`config.mk`:
```
export PLATFORM = sky130hd
export DESIGN_NAME = erased_page_detector
export DESIGN_NICKNAME = d
export VERILOG_FILES = /design/src/rtl/epd_pkg.sv /design/src/rtl/epd_zero_counter.sv /design/src/rtl/epd_cfg_reg.sv /design/src/rtl/epd_classifier.sv /design/src/rtl/epd_irq_status.sv /design/src/rtl/erased_page_detector.sv
export SDC_FILE = /design/constraint.sdc
export NUM_CORES = 1
export LEC_CHECK = 0
export BUFFER_PORTS_ARGS = -buffer_cell sky130_fd_sc_hd__clkbuf_2
export CORE_MARGIN = 10
export CORE_UTILIZATION = 45
export DETAILED_ROUTE_END_ITERATION = 16
export HOLD_SLACK_MARGIN = 0.02
export PLACE_DENSITY = 0.82
export REMOVE_ABC_BUFFERS = 1
export SYNTH_ARGS = -nofsm -noshare
export SYNTH_HDL_FRONTEND = slang
export SYNTH_SLANG_ARGS = --single-unit
export TNS_END_PERCENT = 100
```
`constraint.sdc`:
```
create_clock -name clk -period 9.3 [get_ports clk]
set_clock_uncertainty 0.1 [all_clocks]
set_input_delay 1.86 -clock clk [delete_from_list [all_inputs] [get_ports clk]]
set_output_delay 1.86 -clock clk [all_outputs]
set_load 0.01 [all_outputs]
```
`src/rtl/epd_pkg.sv`:
```
package epd_pkg;
  localparam int CFG_W      = 32;
  localparam int STR_LSB    = 0;
  localparam int STR_W      = 5;
  localparam int THR_LSB    = 16;
  localparam int THR_W      = 16;
  localparam int ST_W       = 32;
  localparam int ST_UNCORR  = 0;
  localparam int ST_DONE    = 1;
  localparam int ST_SHORT   = 15;
  localparam int ST_ERASED  = 16;

  localparam logic [CFG_W-1:0] CFG_MASK =
    ({CFG_W{1'b0}} | ({STR_W{1'b1}} << STR_LSB)) | (CFG_W'({THR_W{1'b1}}) << THR_LSB);

  // strict below-threshold test, zero threshold never matches
  function automatic logic below_thr(input logic [31:0] cnt, input logic [31:0] thr);
    return (thr != 32'd0) && (cnt < thr);
  endfunction
endpackage

```
`src/rtl/epd_zero_counter.sv`:
```
module epd_zero_counter #(
  parameter int DATA_W = 32,
  parameter int CNT_W  = 16
) (
  input  logic              clk,
  input  logic              rst_n,
  input  logic              beat_valid,
  input  logic              beat_first,
  input  logic [DATA_W-1:0] beat_data,
  output logic [CNT_W-1:0]  cnt_q,
  output logic [CNT_W-1:0]  cnt_next
);
  localparam int PC_W = $clog2(DATA_W + 1);

  function automatic logic [PC_W-1:0] zeros_of(input logic [DATA_W-1:0] d);
    logic [PC_W-1:0] n;
    n = '0;
    for (int i = 0; i < DATA_W; i++) n = n + PC_W'(!d[i]);
    return n;
  endfunction

  function automatic logic [CNT_W-1:0] sat_add(input logic [CNT_W-1:0] a,
                                               input logic [PC_W-1:0]  b);
    logic [CNT_W:0] s;
    s = {1'b0, a} + (CNT_W+1)'(b);
    return s[CNT_W] ? {CNT_W{1'b1}} : s[CNT_W-1:0];
  endfunction

  logic [CNT_W-1:0] base;
  logic [PC_W-1:0]  beat_zeros;

  always_comb begin
    base       = beat_first ? '0 : cnt_q;
    beat_zeros = zeros_of(beat_data);
    cnt_next   = sat_add(base, beat_zeros);
  end

  always_ff @(posedge clk) begin
    if (!rst_n)          cnt_q <= '0;
    else if (beat_valid) cnt_q <= cnt_next;
  end
endmodule

```
`src/rtl/epd_cfg_reg.sv`:
```
module epd_cfg_reg
  import epd_pkg::*;
(
  input  logic             clk,
  input  logic             rst_n,
  input  logic             cfg_we,
  input  logic [CFG_W-1:0] cfg_wdata,
  output logic [CFG_W-1:0] cfg_q,
  output logic [STR_W-1:0] strength,
  output logic [THR_W-1:0] threshold
);
  always_ff @(posedge clk) begin
    if (!rst_n)      cfg_q <= '0;
    else if (cfg_we) cfg_q <= cfg_wdata & CFG_MASK;
  end

  assign strength  = cfg_q[STR_LSB +: STR_W];
  assign threshold = cfg_q[THR_LSB +: THR_W];
endmodule

```
`src/rtl/epd_classifier.sv`:
```
module epd_classifier
  import epd_pkg::*;
#(
  parameter int CNT_W = 16
) (
  input  logic             page_end,
  input  logic             ecc_uncorr,
  input  logic             page_short,
  input  logic [CNT_W-1:0] cnt_final,
  input  logic [THR_W-1:0] threshold,
  output logic             ev_erased,
  output logic             ev_uncorr,
  output logic [ST_W-1:0]  set_vec
);
  logic blank;

  always_comb begin
    blank     = below_thr(32'(cnt_final), 32'(threshold));
    ev_erased = page_end && ecc_uncorr && blank;
    ev_uncorr = page_end && ecc_uncorr && !blank;
    set_vec   = '0;
    set_vec[ST_DONE]   = page_end;
    set_vec[ST_SHORT]  = page_end && page_short;
    set_vec[ST_UNCORR] = ev_uncorr;
    set_vec[ST_ERASED] = ev_erased;
  end
endmodule

```
`src/rtl/epd_irq_status.sv`:
```
module epd_irq_status
  import epd_pkg::*;
(
  input  logic            clk,
  input  logic            rst_n,
  input  logic [ST_W-1:0] set_vec,
  input  logic            clr_we,
  input  logic [ST_W-1:0] clr_vec,
  output logic [ST_W-1:0] status_q
);
  logic [ST_W-1:0] clr_eff;
  assign clr_eff = clr_we ? clr_vec : '0;

  always_ff @(posedge clk) begin
    if (!rst_n) status_q <= '0;
    else        status_q <= (status_q & ~clr_eff) | set_vec;
  end
endmodule

```
`src/rtl/erased_page_detector.sv`:
```
module erased_page_detector
  import epd_pkg::*;
#(
  parameter int DATA_W = 32,
  parameter int CNT_W  = 16
) (
  input  logic              clk,
  input  logic              rst_n,
  input  logic              cfg_we,
  input  logic [31:0]       cfg_wdata,
  output logic [31:0]       cfg_rdata,
  output logic [4:0]        ecc_strength,
  input  logic              beat_valid,
  input  logic              beat_first,
  input  logic              beat_last,
  input  logic [DATA_W-1:0] beat_data,
  input  logic              ecc_uncorr,
  input  logic              page_short,
  input  logic              irq_clr_we,
  input  logic [31:0]       irq_clr_data,
  output logic [31:0]       irq_status,
  output logic              irq
);
  logic             page_end;
  logic [CNT_W-1:0] zcnt_q;
  logic [CNT_W-1:0] zcnt_next;
  logic [THR_W-1:0] threshold;
  logic             ev_erased;
  logic             ev_uncorr;
  logic [ST_W-1:0]  set_vec;

  assign page_end = beat_valid && beat_last;

  epd_cfg_reg u_cfg (
    .clk(clk), .rst_n(rst_n), .cfg_we(cfg_we), .cfg_wdata(cfg_wdata),
    .cfg_q(cfg_rdata), .strength(ecc_strength), .threshold(threshold)
  );

  epd_zero_counter #(.DATA_W(DATA_W), .CNT_W(CNT_W)) u_cnt (
    .clk(clk), .rst_n(rst_n), .beat_valid(beat_valid), .beat_first(beat_first),
    .beat_data(beat_data), .cnt_q(zcnt_q), .cnt_next(zcnt_next)
  );

  epd_classifier #(.CNT_W(CNT_W)) u_cls (
    .page_end(page_end), .ecc_uncorr(ecc_uncorr), .page_short(page_short),
    .cnt_final(zcnt_next), .threshold(threshold),
    .ev_erased(ev_erased), .ev_uncorr(ev_uncorr), .set_vec(set_vec)
  );

  epd_irq_status u_st (
    .clk(clk), .rst_n(rst_n), .set_vec(set_vec), .clr_we(irq_clr_we),
    .clr_vec(irq_clr_data), .status_q(irq_status)
  );

  assign irq = |irq_status;
endmodule

```
# Yosys cells after proc, flatten, opt, wreduce, memory -nomap -nowiden
# Index checks and enable logic that the tools add are counted.
[word_totals] regBits=69 input_bits=105
[classes] n_addsub=32 magnitude_cmp=1 mux=3 bitwise=3 reduce_logical=41
[op_table] op="adder 6 x 1 -> 6 bit" count=30
[op_table] op="zero test 1 bit" count=33
[op_table] op="AND 32 bit" count=1
[op_table] op="2-to-1 mux 16 bit" count=2
[op_table] op="2-to-1 mux 32 bit" count=1
[op_table] op="inverter 32 bit" count=1
[op_table] op="OR 32 x 17 -> 32 bit" count=1
[op_table] op="OR reduction 32 bit" count=1
[op_table] op="adder 16 x 6 -> 17 bit" count=1
[op_table] op="< comparator 16 bit" count=1
[op_table] op="nonzero test 16 bit" count=1
[op_table] op="logical AND 1 bit" count=6
[op_table] op="adder 1 x 1 -> 2 bit" count=1

# Depth between registers and ports, before layout
[logic_depth] depth_word=39 ltp_mapped=29

# Modules after synthesis
# A second synthesis with hierarchy kept.
[hier_totals] hier_cells=600 hier_area_um2=5144.9
[by_module_without_submodules] mod="epd_zero_counter" n_inst=1 cells_per_inst=264 area_each_um2=2179.6
[by_module_without_submodules] mod="epd_irq_status" n_inst=1 cells_per_inst=134 area_each_um2=1151.1
[by_module_without_submodules] mod="epd_cfg_reg" n_inst=1 cells_per_inst=101 area_each_um2=1064.8
[by_module_without_submodules] mod="epd_classifier" n_inst=1 cells_per_inst=89 area_each_um2=668.1
[by_module_without_submodules] mod="erased_page_detector" n_inst=1 cells_per_inst=12 area_each_um2=81.3

# Worst setup path after synthesis
# OpenSTA, ideal clock, no wires.
[synth_path] kind="in2reg" start="input beat_data[0]" end="register u_st.status_q[0]" t_arrival_ns=8.897 slack_ns=0.189 path_stages=26 path_buffers=2 path_cell_list="inv_1 -> ha_1 -> fa_1 -> fa_1 -> fa_1 -> fa_1 -> fa_1 -> fa_1 -> fa_1 -> fa_1 -> a21o_1 -> a21oi_1 -> xnor2_1 -> ha_1 -> a21oi_1 -> and2_1 -> a211o_1 -> buf_6 -> clkbuf_1 -> o21ai_0 -> ha_1 -> a21oi_1 -> o21ai_0 -> a211oi_1 -> o21ai_0 -> a21o_1"
[synth_between] elab_chain_cells=39
[synth_lines] item="start: declaration" line="erased_page_detector.sv:16" text="input logic [DATA_W-1:0] beat_data,"
[synth_lines] item="zero test 1 bit" line="epd_zero_counter.sv:18" text="for (int i = 0; i < DATA_W; i++) n = n + PC_W'(!d[i]);"
[synth_lines] item="adder 1 x 1 -> 2 bit" line="epd_zero_counter.sv:18"
[synth_lines] item="adder 6 x 1 -> 6 bit (30 in a row)" line="epd_zero_counter.sv:18"
[synth_lines] item="adder 16 x 6 -> 17 bit" line="epd_zero_counter.sv:25" text="s = {1'b0, a} + (CNT_W+1)'(b);"
[synth_lines] item="2-to-1 mux 16 bit" line="epd_zero_counter.sv:26" text="return s[CNT_W] ? {CNT_W{1'b1}} : s[CNT_W-1:0];"
[synth_lines] item="via u_cls.cnt_final[11]" line="epd_classifier.sv:9" text="input logic [CNT_W-1:0] cnt_final,"
[synth_lines] item="< comparator 16 bit" line="epd_pkg.sv:18" text="return (thr != 32'd0) && (cnt < thr);"
[synth_lines] item="logical AND 1 bit" line="epd_pkg.sv:18"
[synth_lines] item="zero test 1 bit" line="epd_classifier.sv:20" text="ev_uncorr = page_end && ecc_uncorr && !blank;"
[synth_lines] item="logical AND 1 bit" line="epd_classifier.sv:20"
[synth_lines] item="OR 32 x 17 -> 32 bit" line="epd_irq_status.sv:16" text="else status_q <= (status_q & ~clr_eff) | set_vec;"
[synth_lines] item="end signal: assignment" line="epd_irq_status.sv:16"
[synth_lines] item="end: declaration" line="epd_irq_status.sv:9" text="output logic [ST_W-1:0] status_q"
# The timed path passes the listed nets, and every way through them passes these cells.
# A chain may end at the register's enable or synchronous reset.

# Worst setup path after layout
# Same ends and word-level chain as after synthesis.

==> flow_metrics.py <==
metrics = {
    "power_and_ir_drop": {
        "p_per_area_mw_per_mm2": 384,
        "leakage_nw": 2.84,
        "pwr-share-seq_pct": 14.8,
        "power_frac_comb_pct": 72.3,
        "vdd.ir_drop.worst_v": 0.000339,
        "p_sw_mw": 1.03,
        "clock_power_share_pct": 12.9,
        "swShare_pct": 46.6,
        "p_int_mw": 1.18,
    },
    "worst_setup_path": {
        "crit_top_cell": "fa_1",
        "critPathKind": "in -> reg",
        "slowest_stage": "fa_1",
        "critPathMaxFanout": 7,
        "cp.buffers_inverters": 4,
        "slowest_delay_ns": 0.56,
        "cp-start-kind": "input pin",
        "worst_path_dominant_cell_family": "adder cells",
        "end_kind": "flop",
        "critPathArrivalTime_ns": 9.17,
        "required_ns": 9.46,
    },
    "finish": {
        "syn_to_final_growth_pct": 23.1,
        "fin_util_pct": 56.4,
        "drive_gt1_share_pct": 28.7,
        "diodes": 0,
        "fin_cells": 825,
        "finalNetCount": 843,
    },
    "yosys": {
        "synthMuxAreaShare_pct": 4.48,
        "synth.most_common_cell": "inv_1",
        "synth_area_leaders": "dfxtp_1 29%, fa_1 11%, ha_1 7.7%, inv_1 5.7%, a21oi_1 5.4%",
        "synth_seq_cells": 69,
        "yosys_warnings": 0,
        "synth_compound_area_share_pct": 15.9,
        "synth_area_mm2": 0.00469,
        "synthSimpleGateAreaFrac_pct": 18.3,
        "ys.flop_type": "dfxtp_1",
        "syn_inst": 542,
        "seq_area_frac_synth_pct": 29.4,
        "ys_types": 59,
        "yosys.area.top_type_share_pct": 29.4,
        "synth_common_cells": "71 x inv_1, 69 x dfxtp_1, 51 x a21oi_1",
        "synth_xor_area_share_pct": 2.43,
        "synth_top_family_by_area": "adder cells",
        "synth_async_sr_flop_share_pct": 0,
        "yosysTopAreaCell": "dfxtp_1",
        "synth_edf_count": 0,
        "synth.avg_cell_area_um2": 8.66,
        "synth_fa_ha_area_share_pct": 18.4,
    },
    "floorplanning": {
        "fp.dieH_um": 122,
        "die_width_um": 122,
        "io_pins": 175,
        "rows": 37,
        "start_util_pct": 45.9,
        "dieArea_mm2": 0.0149,
        "coreArea_mm2": 0.0102,
    },
    "timing": {
        "max_slew_margin_pct": 50.3,
        "period_share_pct": 97.0,
        "slew_violations": 0,
        "post-route-min-period_ns": 9.02,
        "setup_viol": 0,
        "hold_viol": 0,
        "worst_slew_pin_slew_ns": 0.745,
        "max_freq_ghz": 0.111,
    },
    "clocking": {
        "clock_latency_ns": 0.36,
        "cts_tree": "done",
        "clockRootBuffer": "clkbuf_8",
        "cts_num_sinks": 69,
        "cts_buffers": 9,
        "htree_levels": 3,
        "clockBufferDepth": 2,
        "cts_setup_buffers": 0,
        "cts.clk_slew.worst_paths_ns": 0.08,
    },
    "grt": {
        "antenna_found_initial": 0,
        "grt_pass1_wl_mm": 19.9,
        "grt_pass1_vias": 4278,
        "grt_use_total_pct": 16.2,
        "grt_max_degree": 85,
        "overflow": 0,
    },
    "run": {
        "maxCapViolCount": 0,
    },
    "detailed_routing": {
        "drt_iter0_markers": 251,
        "vias_per_cell": 5.19,
        "ant_nets": 0,
        "wl_mm": 12.8,
        "dr.pass1.iters": 4,
        "wl_per_cell_um": 15.6,
        "num_vias": 4281,
        "drc": 0,
    },
    "hold_path": {
        "hold_class": "reg -> reg",
    },
    "outcome": {
        "status": "complete, no violations",
    },
    "placement": {
        "portBuffers": 152,
        "dp_hpwl_mm": 10.2,
        "gp_congestion": 0.904,
        "dp.cells": 809,
    },
}
-- flip-flops by register name, summed over array words and instances, names as in the netlist --
name / count
u_st.status_q: 32
u_cnt.cnt_q: 16
u_cfg.cfg_q: 21
-- worst min-delay path, stage by stage, from the launching register on --
cell	delay (ns)
dfxtp_1	0.33
nand2_1	0.06
a21oi_1	0.03
-- layout make-up --
| cell class | count | area (um^2) |
|---|---|---|
| Tap cell | 136 | 170 |
| Fill cell | 904 | 4460 |
| Clock inverter | 7 | 105 |
| Inverter | 72 | 270 |
| Sequential cell | 69 | 1380 |
| Clock buffer | 9 | 124 |
| Timing Repair Buffer | 163 | 843 |
| Multi-Input combinational cell | 369 | 2880 |
-- cells in the final DEF (no fill, tap or decap), types with 5 or more instances in the layout --
master / Yosys / layout
nor2_1: 9 / 9
a21oi_2: 1 / 5
clkbuf_8: 0 / 9
xnor2_1: 11 / 11
nand4_1: 9 / 9
a21oi_1: 51 / 47
a31oi_1: 5 / 5
fa_1: 25 / 25
nand2b_1: 5 / 5
o21ai_0: 23 / 23
nand2_1: 42 / 42
inv_1: 71 / 71
nor4_1: 12 / 12
conb_1: 1 / 11
nor2b_1: 32 / 32
ha_1: 29 / 29
nand3_1: 14 / 14
mux2i_1: 21 / 21
clkbuf_2: 0 / 152
dfxtp_1: 69 / 69
buf_4: 20 / 11
-- metrics by stage --
step | area (um^2) | hold WS, ns | worst slack, ns | TNS (ns) | power (mW)
floorplan | 4490 | 0.368 | 0.255 | 0 | 1.49
global placement | 5500 | 0.332 | -0.0454 | -0.0454 | 1.78
detailed placement | 5500 | 0.338 | -0.237 | -0.348 | 1.87
CTS | 5730 | 0.351 | 0.132 | 0 | 2.17
global route | 5770 | 0.367 | -0.00847 | -0.00847 | 2.44
finish | 5770 | 0.352 | 0.281 | 0 | 2.22
-- kinds of logic (layout without fill, tap and decap cells) --
family	count (synthesis)	count (layout)
flip-flops	69	69
AO/OA/AOI/OAI	119	119
AND/OR/NAND/NOR	151	151
multiplexers	21	21
XOR/XNOR	13	13
adder cells (fa/ha/maj)	54	54
buffers and inverters	114	251
other	1	11
-- power by group through the flow --
stage / sequential, mW / clock, mW / combinational (mW)
6_report: 0.328 / 0.287 / 1.60
5_1_grt: 0.330 / 0.304 / 1.81
4_1_cts: 0.327 / 0.289 / 1.55
3_5_place_dp: 0.334 / 0 / 1.54
3_3_place_gp: 0.333 / 0 / 1.44
2_1_floorplan: 0.335 / 0 / 1.15
-- repair_timing --
item	in CTS	in global routing
endpoints found under the setup margin	0	2
hold buffers	0	0
gates resized for setup	0	11
hold endpoints to repair	0	0
-- path summary, 6_finish.rpt --
path | startpoint | to | slack (ns) | depth (start not counted)
worst max-delay path | beat_data[0] | u_st.status_q[0] | 0.28 | 25
worst min-delay path | u_st.status_q[9] | u_st.status_q[9] | 0.35 | 2
worst max register to register | u_cnt.cnt_q[0] | u_st.status_q[0] | 5.64 | 16
worst min register to register | u_st.status_q[9] | u_st.status_q[9] | 0.35 | 2
-- metal layers --
| metal | global-route usage, % | routed length (um) | share of wire [%] | vias up |
|---|---|---|---|---|
| met5 | 0 | 0 | 0 | - |
| met4 | 4.34 | 104 | 0.81 | 0 |
| met3 | 4.95 | 1070 | 8.3 | 9 |
| met2 | 28.6 | 6610 | 51 | 177 |
| met1 | 18.4 | 5060 | 39 | 1994 |
| li1 | - | - | - | 2101 |
Note: power is estimated with default switching activity, not from simulation.
